**src/rtl/mdio_pkg.sv**
```systemverilog
package mdio_pkg;
    localparam int WORD_W = 32;
    localparam logic [7:0] CTRL_OFS = 8'h04;
    localparam logic [7:0] CMD_OFS  = 8'h08;

    // command word bit positions (software visible)
    localparam int CMD_GO_BIT  = 31;
    localparam int CMD_WR_BIT  = 30;
    // control word bit positions
    localparam int CTL_IDLE_BIT = 31;
    localparam int CTL_EN_BIT   = 30;
    localparam int CTL_NOPRE_BIT = 20;

    localparam int PREAMBLE_BITS = 32;
    localparam int BODY_BITS     = 32;
    localparam int RX_FIELD_BITS = 18; // turnaround + data, released on reads
    localparam int DATA_BITS     = 16;

    typedef struct packed {
        logic        wr;
        logic [4:0]  regad;
        logic [4:0]  phy;
        logic [15:0] data;
    } cmd_t;
endpackage

```
**src/rtl/mdio_clkgen.sv**
```systemverilog
module mdio_clkgen #(
    parameter int DIV_W = 8
) (
    input  logic             clk,
    input  logic             rst_n,
    input  logic             run,
    input  logic [DIV_W-1:0] div,
    output logic             mdc,
    output logic             rise_stb,
    output logic             fall_stb
);
    typedef struct packed {
        logic [DIV_W-1:0] cnt;
        logic             mdc;
    } clk_st_t;

    clk_st_t st_d, st_q;

    always_comb begin
        st_d     = st_q;
        rise_stb = 1'b0;
        fall_stb = 1'b0;
        if (!run) begin
            st_d.cnt = '0;
            st_d.mdc = 1'b0;
        end else if (st_q.cnt == div) begin
            st_d.cnt = '0;
            st_d.mdc = !st_q.mdc;
            rise_stb = !st_q.mdc;
            fall_stb = st_q.mdc;
        end else begin
            st_d.cnt = st_q.cnt + 1'b1;
        end
    end

    always_ff @(posedge clk or negedge rst_n) begin
        if (!rst_n) st_q <= '0;
        else        st_q <= st_d;
    end

    assign mdc = st_q.mdc;

    p_idle_low_r4: assert property (@(posedge clk) disable iff (!rst_n)
        !run |=> !mdc);
    p_half_period_r4: assert property (@(posedge clk) disable iff (!rst_n)
        (run && st_q.cnt != div) |=> $stable(mdc));
endmodule

```
**src/rtl/mdio_frame.sv**
```systemverilog
module mdio_frame
    import mdio_pkg::*;
(
    input  logic        clk,
    input  logic        rst_n,
    input  logic        start,
    input  logic        wr,
    input  logic        nopre,
    input  logic [4:0]  phy,
    input  logic [4:0]  regad,
    input  logic [15:0] wdata,
    input  logic        rise_i,
    input  logic        fall_i,
    output logic        busy,
    output logic        mdio_o,
    output logic        mdio_oe,
    output logic        cap_stb
);
    localparam int CNT_W = $clog2(PREAMBLE_BITS + BODY_BITS);

    typedef struct packed {
        logic                busy;
        logic                rd;
        logic [CNT_W-1:0]    cnt;
        logic [BODY_BITS-1:0] body;
    } fr_st_t;

    fr_st_t st_d, st_q;
    logic   in_pre;
    logic   in_rx_field;

    assign in_pre      = st_q.cnt[CNT_W-1];
    assign in_rx_field = !in_pre && (st_q.cnt[CNT_W-2:0] < (CNT_W-1)'(RX_FIELD_BITS));

    always_comb begin
        st_d = st_q;
        if (start && !st_q.busy) begin
            st_d.busy = 1'b1;
            st_d.rd   = !wr;
            st_d.cnt  = nopre ? CNT_W'(BODY_BITS - 1) : CNT_W'(PREAMBLE_BITS + BODY_BITS - 1);
            st_d.body = {2'b01, (wr ? 2'b01 : 2'b10), phy, regad,
                         (wr ? 2'b10 : 2'b00), (wr ? wdata : 16'h0000)};
        end else if (st_q.busy && fall_i) begin
            if (st_q.cnt == '0) st_d.busy = 1'b0;
            else                st_d.cnt  = st_q.cnt - 1'b1;
        end
    end

    always_ff @(posedge clk or negedge rst_n) begin
        if (!rst_n) st_q <= '0;
        else        st_q <= st_d;
    end

    always_comb begin
        if (!st_q.busy || in_pre) mdio_o = 1'b1;
        else                      mdio_o = st_q.body[st_q.cnt[CNT_W-2:0]];
    end

    assign busy    = st_q.busy;
    assign mdio_oe = st_q.busy && !(st_q.rd && in_rx_field);
    assign cap_stb = st_q.busy && st_q.rd && rise_i && !in_pre &&
                     (st_q.cnt[CNT_W-2:0] < (CNT_W-1)'(DATA_BITS));

    p_out_at_fall_r8: assert property (@(posedge clk) disable iff (!rst_n)
        (st_q.busy && !fall_i) |=> $stable(mdio_o));
    p_release_on_capture_r7: assert property (@(posedge clk) disable iff (!rst_n)
        cap_stb |-> !mdio_oe);
endmodule

```
**src/rtl/mdio_master.sv**
```systemverilog
module mdio_master
    import mdio_pkg::*;
#(
    parameter int ADDR_W = 8,
    parameter int DIV_W  = 8
) (
    input  logic              clk,
    input  logic              rst_n,
    input  logic              host_wr,
    input  logic [ADDR_W-1:0] host_addr,
    input  logic [31:0]       host_wdata,
    output logic [31:0]       host_rdata,
    output logic              mdc,
    output logic              mdio_o,
    output logic              mdio_oe,
    input  logic              mdio_i
);
    typedef struct packed {
        logic             en;
        logic             nopre;
        logic [DIV_W-1:0] div;
        cmd_t             cmd;
    } reg_st_t;

    reg_st_t rg_d, rg_q;
    logic    busy, rise_stb, fall_stb, cap_stb;
    logic    ctrl_hit, cmd_hit, start;
    logic    unused_wbits;

    assign ctrl_hit = host_wr && (host_addr == ADDR_W'(CTRL_OFS));
    assign cmd_hit  = host_wr && (host_addr == ADDR_W'(CMD_OFS));
    assign start    = cmd_hit && host_wdata[CMD_GO_BIT] && rg_q.en && !busy;
    assign unused_wbits = ^{host_wdata[29:26], host_wdata[19:DIV_W], host_wdata[31]};

    always_comb begin
        rg_d = rg_q;
        if (ctrl_hit) begin
            rg_d.en    = host_wdata[CTL_EN_BIT];
            rg_d.nopre = host_wdata[CTL_NOPRE_BIT];
            rg_d.div   = host_wdata[DIV_W-1:0];
        end
        if (cmd_hit && !busy) begin
            rg_d.cmd.wr    = host_wdata[CMD_WR_BIT];
            rg_d.cmd.regad = host_wdata[25:21];
            rg_d.cmd.phy   = host_wdata[20:16];
            rg_d.cmd.data  = host_wdata[15:0];
        end
        if (cap_stb) rg_d.cmd.data = {rg_q.cmd.data[14:0], mdio_i};
    end

    always_ff @(posedge clk or negedge rst_n) begin
        if (!rst_n) rg_q <= '0;
        else        rg_q <= rg_d;
    end

    always_comb begin
        host_rdata = '0;
        if (host_addr == ADDR_W'(CTRL_OFS)) begin
            host_rdata[CTL_IDLE_BIT]  = !busy;
            host_rdata[CTL_EN_BIT]    = rg_q.en;
            host_rdata[CTL_NOPRE_BIT] = rg_q.nopre;
            host_rdata[DIV_W-1:0]     = rg_q.div;
        end else if (host_addr == ADDR_W'(CMD_OFS)) begin
            host_rdata[CMD_GO_BIT] = busy;
            host_rdata[CMD_WR_BIT] = rg_q.cmd.wr;
            host_rdata[25:21]      = rg_q.cmd.regad;
            host_rdata[20:16]      = rg_q.cmd.phy;
            host_rdata[15:0]       = rg_q.cmd.data;
        end
    end

    mdio_clkgen #(.DIV_W(DIV_W)) u_clkgen (
        .clk      (clk),
        .rst_n    (rst_n),
        .run      (busy),
        .div      (rg_q.div),
        .mdc      (mdc),
        .rise_stb (rise_stb),
        .fall_stb (fall_stb)
    );

    mdio_frame u_frame (
        .clk     (clk),
        .rst_n   (rst_n),
        .start   (start),
        .wr      (host_wdata[CMD_WR_BIT]),
        .nopre   (rg_q.nopre),
        .phy     (host_wdata[20:16]),
        .regad   (host_wdata[25:21]),
        .wdata   (host_wdata[15:0]),
        .rise_i  (rise_stb),
        .fall_i  (fall_stb),
        .busy    (busy),
        .mdio_o  (mdio_o),
        .mdio_oe (mdio_oe),
        .cap_stb (cap_stb)
    );

    p_ignore_busy_r9: assert property (@(posedge clk) disable iff (!rst_n)
        (busy && cmd_hit) |=> ($stable(rg_q.cmd.wr) && $stable(rg_q.cmd.phy) &&
                               $stable(rg_q.cmd.regad)));
    p_no_start_r10: assert property (@(posedge clk) disable iff (!rst_n)
        (!rg_q.en && !busy) |=> !busy);
    p_idle_quiet_r11: assert property (@(posedge clk) disable iff (!rst_n)
        !busy |-> (!mdc && !mdio_oe));
endmodule

```
**config.mk**
```make
export PLATFORM = sky130hd
export DESIGN_NAME = mdio_master
export DESIGN_NICKNAME = d
export VERILOG_FILES = /design/src/rtl/mdio_pkg.sv /design/src/rtl/mdio_clkgen.sv /design/src/rtl/mdio_frame.sv /design/src/rtl/mdio_master.sv
export SDC_FILE = /design/constraint.sdc
export NUM_CORES = 1
export LEC_CHECK = 0
export CAP_MARGIN = 10
export CORE_MARGIN = 4
export CORE_UTILIZATION = 48
export CTS_BUF_LIST = sky130_fd_sc_hd__clkbuf_8
export CTS_CLUSTER_SIZE = 28
export DETAILED_ROUTE_END_ITERATION = 8
export DONT_BUFFER_PORTS = 1
export PLACE_DENSITY = 0.64
export SYNTH_ARGS = -nofsm -noshare
export SYNTH_HDL_FRONTEND = slang
export SYNTH_SLANG_ARGS = --single-unit
```
**constraint.sdc**
```tcl
create_clock -name clk -period 4.05 [get_ports clk]
set_clock_uncertainty 0.15 [all_clocks]
set_input_delay 0.405 -clock clk [delete_from_list [all_inputs] [get_ports clk]]
set_output_delay 0.405 -clock clk [all_outputs]
set_load 0.005 [all_outputs]
```
# Word-level counts from Yosys, hierarchy flattened
# Cells that the tools add are included.
# totals
wordCells	79
ff_bits	85
# classes
n_mux	29
n_lt_le_gt_ge	3
reduce_logical	27
eq_ne	5
n_addsub	2
# op_table
operator	n
$mux 16	3
$mux 26	1
$mux 6	4
$mux 8	2
$logic_and 1x1->1	15
$mux 12	1
$mux 1	11
$lt 5x5->1 const B	2
$mux 9	1
$add 8x1->8 const B	1
$eq 8x3->1 const B	1
$eq 8x4->1 const B	1
$eq 8x8->1	1
$mux 2	4
$logic_not 6->1	1
$lt 5x6->1 const B	1
$reduce_bool 2->1	3
$sub 6x1->6 const B	1
$bmux 1 s5	1
$logic_not 1->1	5
$mux 5	1
$reduce_and 2->1	2
$ne 2x1->1 const B	1
$ne 2x2->1 const B	1
$logic_or 1x1->1	1

# Depth between registers and ports, before layout
# Gate-level depths: netlist of the first run.
# logic_depth
word_depth	8
mapped_depth	9

# By module
# A second synthesis of the first run with hierarchy kept.
# hier_totals
cells_unflattened	437
hier_area_um2	4362.9
# by_module_without_submodules
mod	cells_per_inst	n_inst	area_per_inst_um2
mdio_master	191	1	1974.4
mdio_frame	197	1	1843.0
mdio_clkgen	49	1	545.5

# Worst setup path before layout of the first run
# No wires, ideal clock.
# synth_timing
kind	register -> register
from	reg u_frame.st_q[32] (netlist name)
to	reg u_frame.st_q (netlist bit u_frame.in_pre)
synth_period_minus_slack_ns	2.284
required_time_ns	3.762
setup_ns	0.138
n_path_buf	2
path_stages_with_launch	10
slack_ns	1.766
arrival_time_ns	1.996
cell_sequence	dfrtp_1 > clkbuf_1 > buf_2 > inv_1 > ha_1 > nand2b_1 > o311ai_1 > nor3_2 > mux2i_1 > o221ai_1
# synth_via
elab_chain_len	4
word_cells_on_any_way	7
classes_between	1 x add/sub; 1 x eq/ne; 3 x mux; 2 x reduce/logical
# synth_rtl
item	line	rtl
from (decl)	mdio_frame.sv:28	fr_st_t st_d, st_q;
from (signal assigned)	mdio_frame.sv:51	else st_q <= st_d;
$sub 6x1->6	mdio_frame.sv:45	else st_d.cnt = st_q.cnt - 1'b1;
$mux 6	mdio_frame.sv:44	if (st_q.cnt == '0) st_d.busy = 1'b0;
$mux 6	mdio_frame.sv:43	end else if (st_q.busy && fall_i) begin
$mux 6	mdio_frame.sv:37	if (start && !st_q.busy) begin
# Several ways; a longest one is shown, not always the timed one. The select of a mux whose other input is x is not followed.
# A chain may end at the register's enable or synchronous reset.

# Worst setup path after layout of the first run
# layout_timing
from	reg u_frame.st_q[32] (netlist name)
to	out mdio_o
# layout_via
elab_chain_len	3
# layout_rtl
item	line	rtl
$bmux 1 s5	mdio_frame.sv:56	else mdio_o = st_q.body[st_q.cnt[CNT_W-2:0]];
$mux 1 (implied by the code)	mdio_frame.sv:56	
$mux 1	mdio_frame.sv:55	if (!st_q.busy || in_pre) mdio_o = 1'b1;
to (decl)	mdio_master.sv:14	output logic mdio_o,
# No other way between the ends. The select of a mux whose other input is x is not followed.

==> impl_metrics.env, run 1 <==
export IMPL_fin_setup_tns_ns=0
export IMPL_fmax_ghz=0.375
export IMPL_final_setup_viol_count=0
export IMPL_holdPathEnd="u_frame.st_q[19]"
export IMPL_drc=0
export IMPL_fillers=750
export IMPL_gp_congestion=0.806
export IMPL_yosys_warnings=0
export IMPL_synth_commonest_cells="dfrtp_1 (82), nand2_1 (70), a22o_1 (27)"
export IMPL_placedCellCount=469
export IMPL_viasPerCell=5.73
export IMPL_ios=79
export IMPL_period_share_pct=65.8
export IMPL_endpoint_kind="primary output"
export IMPL_slew_violations=0
export IMPL_rows=33
export IMPL_fin_crit_ns=2.67
export IMPL_hold_depth=2
export IMPL_die_x_um=100
export IMPL_worst_endpoint_required_ns=3.49
export IMPL_grt_pass1_vias=2963
export IMPL_grt_usage_pct=19.9
export IMPL_critPathMaxStageDelay_ns=0.75
export IMPL_pre_cts_slack_ns=1.44
export IMPL_worstRegToRegCells=7
export IMPL_reg2reg_setup_slack_ns=1.47
export IMPL_synthTopCellsByArea="dfrtp_1 (50%), nand2_1 (6.4%), a22o_1 (5.8%)"
export IMPL_cap_violations=0
export IMPL_grt_ovfl_total=0
export IMPL_yosys_cell_count_top_type="dfrtp_1"
export IMPL_core_area_sq_um=8260
export IMPL_leakagePower_nw=2.29
export IMPL_layoutNonFillerInstCount=493
export IMPL_area_delta_synth_final_pct=8.32
export IMPL_postCtsHoldBufs=8
export IMPL_antenna_found_initial=0
export IMPL_start_kind="flip-flop"
export IMPL_cts_made_buffers=9
export IMPL_worst_setup_path_type="reg -> out"
export IMPL_relSlewSlack_pct=25.5
export IMPL_die_height_um=100
export IMPL_vias=2825
export IMPL_ys_flop_type="dfrtp_1"
export IMPL_status="completed"
export IMPL_cts_setup_buffers=0
export IMPL_cts_sinks=82
export IMPL_min_from="host_wdata[22]"
export IMPL_drive_gt1_share_pct=15.7
export IMPL_initial_core_util_pct=49.6
export IMPL_hold_path_class="in -> reg"
export IMPL_clk_latency_ns=0.35
export IMPL_die_area_sq_um=10100
export IMPL_path_clk_slew_ns=0.09
export IMPL_placement_io_buffers=0
export IMPL_slowest_stage="dfrtp_1"
export IMPL_arrival_ns=2.11
export IMPL_h_tree_depth=3
export IMPL_synth_cell_types=47
export IMPL_setup_ws_ns=1.38
export IMPL_async_reset_ff_share_pct=100
export IMPL_grt_max_degree=83
export IMPL_cp_cell_sequence="mux4_2 > o211ai_1 > a22o_1 > a32oi_1"
export IMPL_final_core_util_pct=53.7
export IMPL_synthCells=382
export IMPL_yosysTopAreaCellShare_pct=50.1
export IMPL_syn_area_sq_um=4090
export IMPL_rsz0062_at_grt="no"
export IMPL_ir_worst_vdd_mv=0.210
export IMPL_r2r_end="u_frame.in_pre"
export IMPL_drtPass1Iterations=4
export IMPL_p_total_mw=1.89
export IMPL_dp_hpwl_um=6320
export IMPL_worst_pin_slew_ns=1.11
export IMPL_ys_ff_latch=82
export IMPL_clockBufferDepth=2
export IMPL_routed_wl_um=9120
export IMPL_drt_initial_drc_count=147
export IMPL_postCtsResizedCells=0
export IMPL_layout_nets=430
export IMPL_yosysTopAreaCell="dfrtp_1"
export IMPL_syn_avg_cell_area_sq_um=10.7
export IMPL_wl_per_cell_um=18.5
export IMPL_path_max_fanout=14
export IMPL_final_hold_viol_count=0
export IMPL_worstReg2RegStart="u_frame.st_q[32]"
export IMPL_diodes=0
export IMPL_cts_tree="built"
export IMPL_grt_pass1_wl_um=15700
export IMPL_powerDensity_nw_per_um2=426
export IMPL_root_buffer="clkbuf_8"
export IMPL_synth_edf_count=0
export IMPL_ant_nets=0
export IMPL_ys_seq_area_share_pct=50.1
per-stage QoR:
| stage | cell area [sq um] | hold slack (ns) |
|---|---|---|
| after floorplan | 4100 | -0.0406 |
| after global placement | 4150 | -0.0379 |
| after detailed placement | 4150 | -0.0381 |
| after CTS | 4430 | 0.000799 |
| after global routing | 4430 | 0.00387 |
| final | 4430 | 0.0128 |
sequential cells by signal, indices dropped and copies added (netlist names):
signal and cells:
u_clkgen.st_q 8, u_clkgen.mdc 1, rg_q 37, u_frame.in_pre 1, u_frame.st_q 34, u_frame.busy 1
per-layer routing:
layer  share of wire, %  GRT usage (%)  wire, um
met1                 46           27.4      4210
met2                 47           30.3      4290
met3                5.0           4.66       459
met4                1.8           8.08       162
met5                  0              0         0
where the power goes:
part | internal [mW] | switching [mW] | total, mW | leakage (nW)
logic | 0.161 | 0.163 | 0.324 | 1.10
registers | 0.876 | 0.124 | 1.00 | 1.11
clock network | 0.245 | 0.319 | 0.563 | 0.0855
total | 1.28 | 0.606 | 1.89 | 2.29
placed cells by master, fill, tap and decap left out, drive strengths merged, types with 4 or more instances in the layout:
cell type    synthesis  layout
dlygate4sd3          0       7
nor2                12      12
conb                 1       4
and2                17      17
and3                 5       5
a22o                27      27
xnor2               14      14
nand2               70      70
buf                 12       6
a21o                17      17
mux2i                5       5
nand4                5       5
a21oi                5       5
inv                  8      10
dfrtp               82      82
nand3               22      22
clkbuf              14      10
mux4                 6       6
nor3                 6       6
mux2                22      22
final cells by class:
cell class	count	area [sq um]	share of cell area, %
repair buffers	13	135	3.05
inverters	8	30.0	0.677
well taps	105	131	2.96
clock buffers	10	138	3.10
multi-input cells	269	1900	42.8
flip-flops and latches	82	2050	46.3
clock inverters	6	48.8	1.10
how the worst max path moves through the flow:
stage                     endpoint             start  slack, ns  cells after the start
finish                      mdio_o  u_frame.st_q[32]       1.38                      4
global route                mdio_o  u_frame.st_q[32]       1.22                      4
CTS                         mdio_o  u_frame.st_q[32]       1.32                      4
detailed placement  u_frame.in_pre  u_frame.st_q[32]       1.44                      7
global placement    u_frame.in_pre  u_frame.st_q[32]       1.49                      7
floorplan           u_frame.in_pre  u_frame.st_q[32]       1.77                      9
worst max-delay path: cells and delay by family (launching register included):
kind / cells / cell delay, ns
DFF: 1 / 0.75
AOI/OAI and AO/OA: 3 / 0.43
muxes: 1 / 0.59
kinds of logic after synthesis:
logic type | share of synthesized area (%)
DFF | 50.1
buffers and inverters | 3.88
xor gates and xnor gates | 3.42
other | 0.0916
adders and majority gates | 0.917
AOI/OAI and AO/OA | 11.6
and+or+nand+nor | 18.4
muxes | 11.5
Power figures use the tool's default switching activity.
==> inputs of run 2 (changes only) <==
Settings changed: PLACE_DENSITY 0.64 to 0.66.
Clock period 4.05 ns to 2.4 ns, I/O delays scaled along.
==> impl_metrics.env, run 2 (synthesis gave the netlist of run 1 again) <==
export IMPL_holdPathEnd="u_frame.st_q[28]"
export IMPL_wl_per_cell_um=17.6
export IMPL_grt_pass1_wl_um=15600
export IMPL_vias=2999
export IMPL_largest_reg_flops=37
export IMPL_slew_violations=0
export IMPL_arrival_ns=1.91
export IMPL_placement_io_buffers=0
export IMPL_final_hold_viol_count=0
export IMPL_drtPass1Iterations=4
export IMPL_hold_depth=4
export IMPL_h_tree_depth=3
export IMPL_worst_setup_path_type="reg -> out"
export IMPL_status="completed"
export IMPL_hold_path_class="in -> reg"
export IMPL_final_setup_viol_count=0
export IMPL_p_sw_mw=1.04
export IMPL_area_delta_synth_final_pct=16.1
export IMPL_grt_ovfl_total=0
export IMPL_clockBufferDepth=2
export IMPL_reg2reg_setup_slack_ns=0.35
export IMPL_pre_cts_slack_ns=0.146
export IMPL_intPower_mw=2.33
export IMPL_cts_made_buffers=9
export IMPL_worstRegToRegCells=6
export IMPL_layout_common_cells="dfrtp_1 (81), nand2_1 (70), dlygate4sd3_1 (29), a22o_1 (27), nand3_1 (22)"
export IMPL_path_max_fanout=11
export IMPL_clk_latency_ns=0.35
export IMPL_initial_core_util_pct=49.6
export IMPL_start_kind="flip-flop"
export IMPL_crit_family="multiplexers"
export IMPL_reg_top3="rg_q (37), u_frame.st_q (34), u_clkgen.st_q (8)"
export IMPL_dp_hpwl_um=6250
export IMPL_core_area_sq_um=8260
export IMPL_endpoint_kind="primary output"
export IMPL_rsz0062_at_grt="no"
export IMPL_slowest_stage="mux4_2"
export IMPL_r2r_end="u_frame.in_pre"
export IMPL_grt_max_degree=83
export IMPL_critPathMaxStageDelay_ns=0.52
export IMPL_root_buffer="clkbuf_8"
export IMPL_grt_pass1_vias=3128
export IMPL_holdWs_ns=0.0477
export IMPL_fin_crit_ns=2.30
export IMPL_ant_nets=0
export IMPL_worst_path_buf_inv=1
export IMPL_gp_congestion=0.819
export IMPL_ios=79
export IMPL_cts_sinks=82
export IMPL_routed_wl_um=9220
export IMPL_worst_endpoint_required_ns=2.01
export IMPL_cts_setup_buffers=0
export IMPL_relSlewSlack_pct=53.2
export IMPL_ir_worst_vdd_mv=0.436
export IMPL_cp_cell_sequence="buf_6 > mux4_2 > a21oi_1 > a21o_1 > a32oi_1"
export IMPL_seqPwrFrac_pct=47.5
export IMPL_rows=33
export IMPL_drc=0
export IMPL_diodes=0
export IMPL_setup_ws_ns=0.100
export IMPL_grt_usage_pct=19.7
export IMPL_swShare_pct=30.9
export IMPL_fmax_ghz=0.435
export IMPL_path_clk_slew_ns=0.08
export IMPL_final_common_cell="dfrtp_1"
export IMPL_period_share_pct=95.8
export IMPL_viasPerCell=5.73
export IMPL_fillers=725
export IMPL_min_from="host_wr"
export IMPL_die_area_sq_um=10100
export IMPL_fin_setup_tns_ns=0
export IMPL_pwr_share_clk_pct=30.1
export IMPL_top_register="rg_q"
export IMPL_cap_violations=0
export IMPL_drt_initial_drc_count=101
export IMPL_die_height_um=100
export IMPL_combPwrFrac_pct=22.4
export IMPL_antenna_found_initial=0
export IMPL_leakagePower_nw=2.44
export IMPL_layout_nets=460
export IMPL_cts_tree="built"
export IMPL_powerDensity_nw_per_um2=710
export IMPL_die_x_um=100
export IMPL_worst_pin_slew_ns=0.700
export IMPL_worstReg2RegStart="u_frame.st_q[35]"
export IMPL_drive_gt1_share_pct=16.7
[run 2: per-stage QoR]
| step | instance area, sq um | total power, mW | utilization (%) | instances |
|---|---|---|---|---|
| after CTS | 4740 | 3.39 | 57.4 | 523 |
| after global placement | 4220 | 2.27 | 51.1 | 477 |
| after global routing | 4750 | 3.56 | 57.5 | 523 |
| after detailed placement | 4220 | 2.29 | 51.1 | 477 |
| final | 4750 | 3.37 | 57.5 | 523 |
| after floorplan | 4100 | 2.12 | - | 385 |
[run 2: area by class of cell]
cell class	count	area [sq um]	share of cell area, %
sequential	82	2050	43.2
multi-input combinational	269	1900	40.0
timing repair buffer	43	432	9.09
clock buffer	10	138	2.90
inverter	8	30.0	0.632
tap	105	131	2.77
clock inverter	6	66.3	1.40
[run 2: power groups by stage]
stage,Sequential (mW),Clock (mW),Combinational [mW]
6_report,1.60,1.01,0.754
5_1_grt,1.62,1.09,0.847
4_1_cts,1.60,1.04,0.753
3_5_place_dp,1.62,0,0.666
2_1_floorplan,1.59,0,0.535
3_3_place_gp,1.62,0,0.647
[run 2: worst max-delay path by stage]
stage | start | cells after the start | slack [ns] | endpoint
after floorplan | u_frame.st_q[32] | 9 | 0.12 | u_frame.in_pre
after global placement | rg_q[31] | 5 | 0.18 | rg_q[7]
after detailed placement | u_clkgen.st_q[4] | 5 | 0.15 | rg_q[7]
after CTS | u_frame.st_q[32] | 5 | 0.01 | mdio_o
after global routing | u_frame.st_q[32] | 5 | 0.001 | mdio_o
final | u_frame.st_q[32] | 5 | 0.1 | mdio_o
[run 2: layer usage]
metal  routed length (um)  vias to the layer above  GRT usage [%]  share of wire [%]
li1                     -                     1395              -                  -
met1                 4020                     1501           25.5                 44
met2                 4490                       90           32.6                 49
met3                  565                       13           4.93                6.1
met4                  143                        0           6.42                1.6
met5                    0                        -              0                  0
[run 2: worst reg2reg max path, cell delays in order (launching register included)]
cell	delay, ns
dfrtp_1	0.46
or2_2	0.36
o311ai_1	0.42
nor3_2	0.07
buf_4	0.19
mux2i_1	0.16
o221ai_1	0.13
[run 2: repair_timing]
action	in CTS	in global routing
hold endpoints to repair	147	0
endpoints found under the setup margin	0	17
gates resized for setup	0	3
hold buffers	30	0
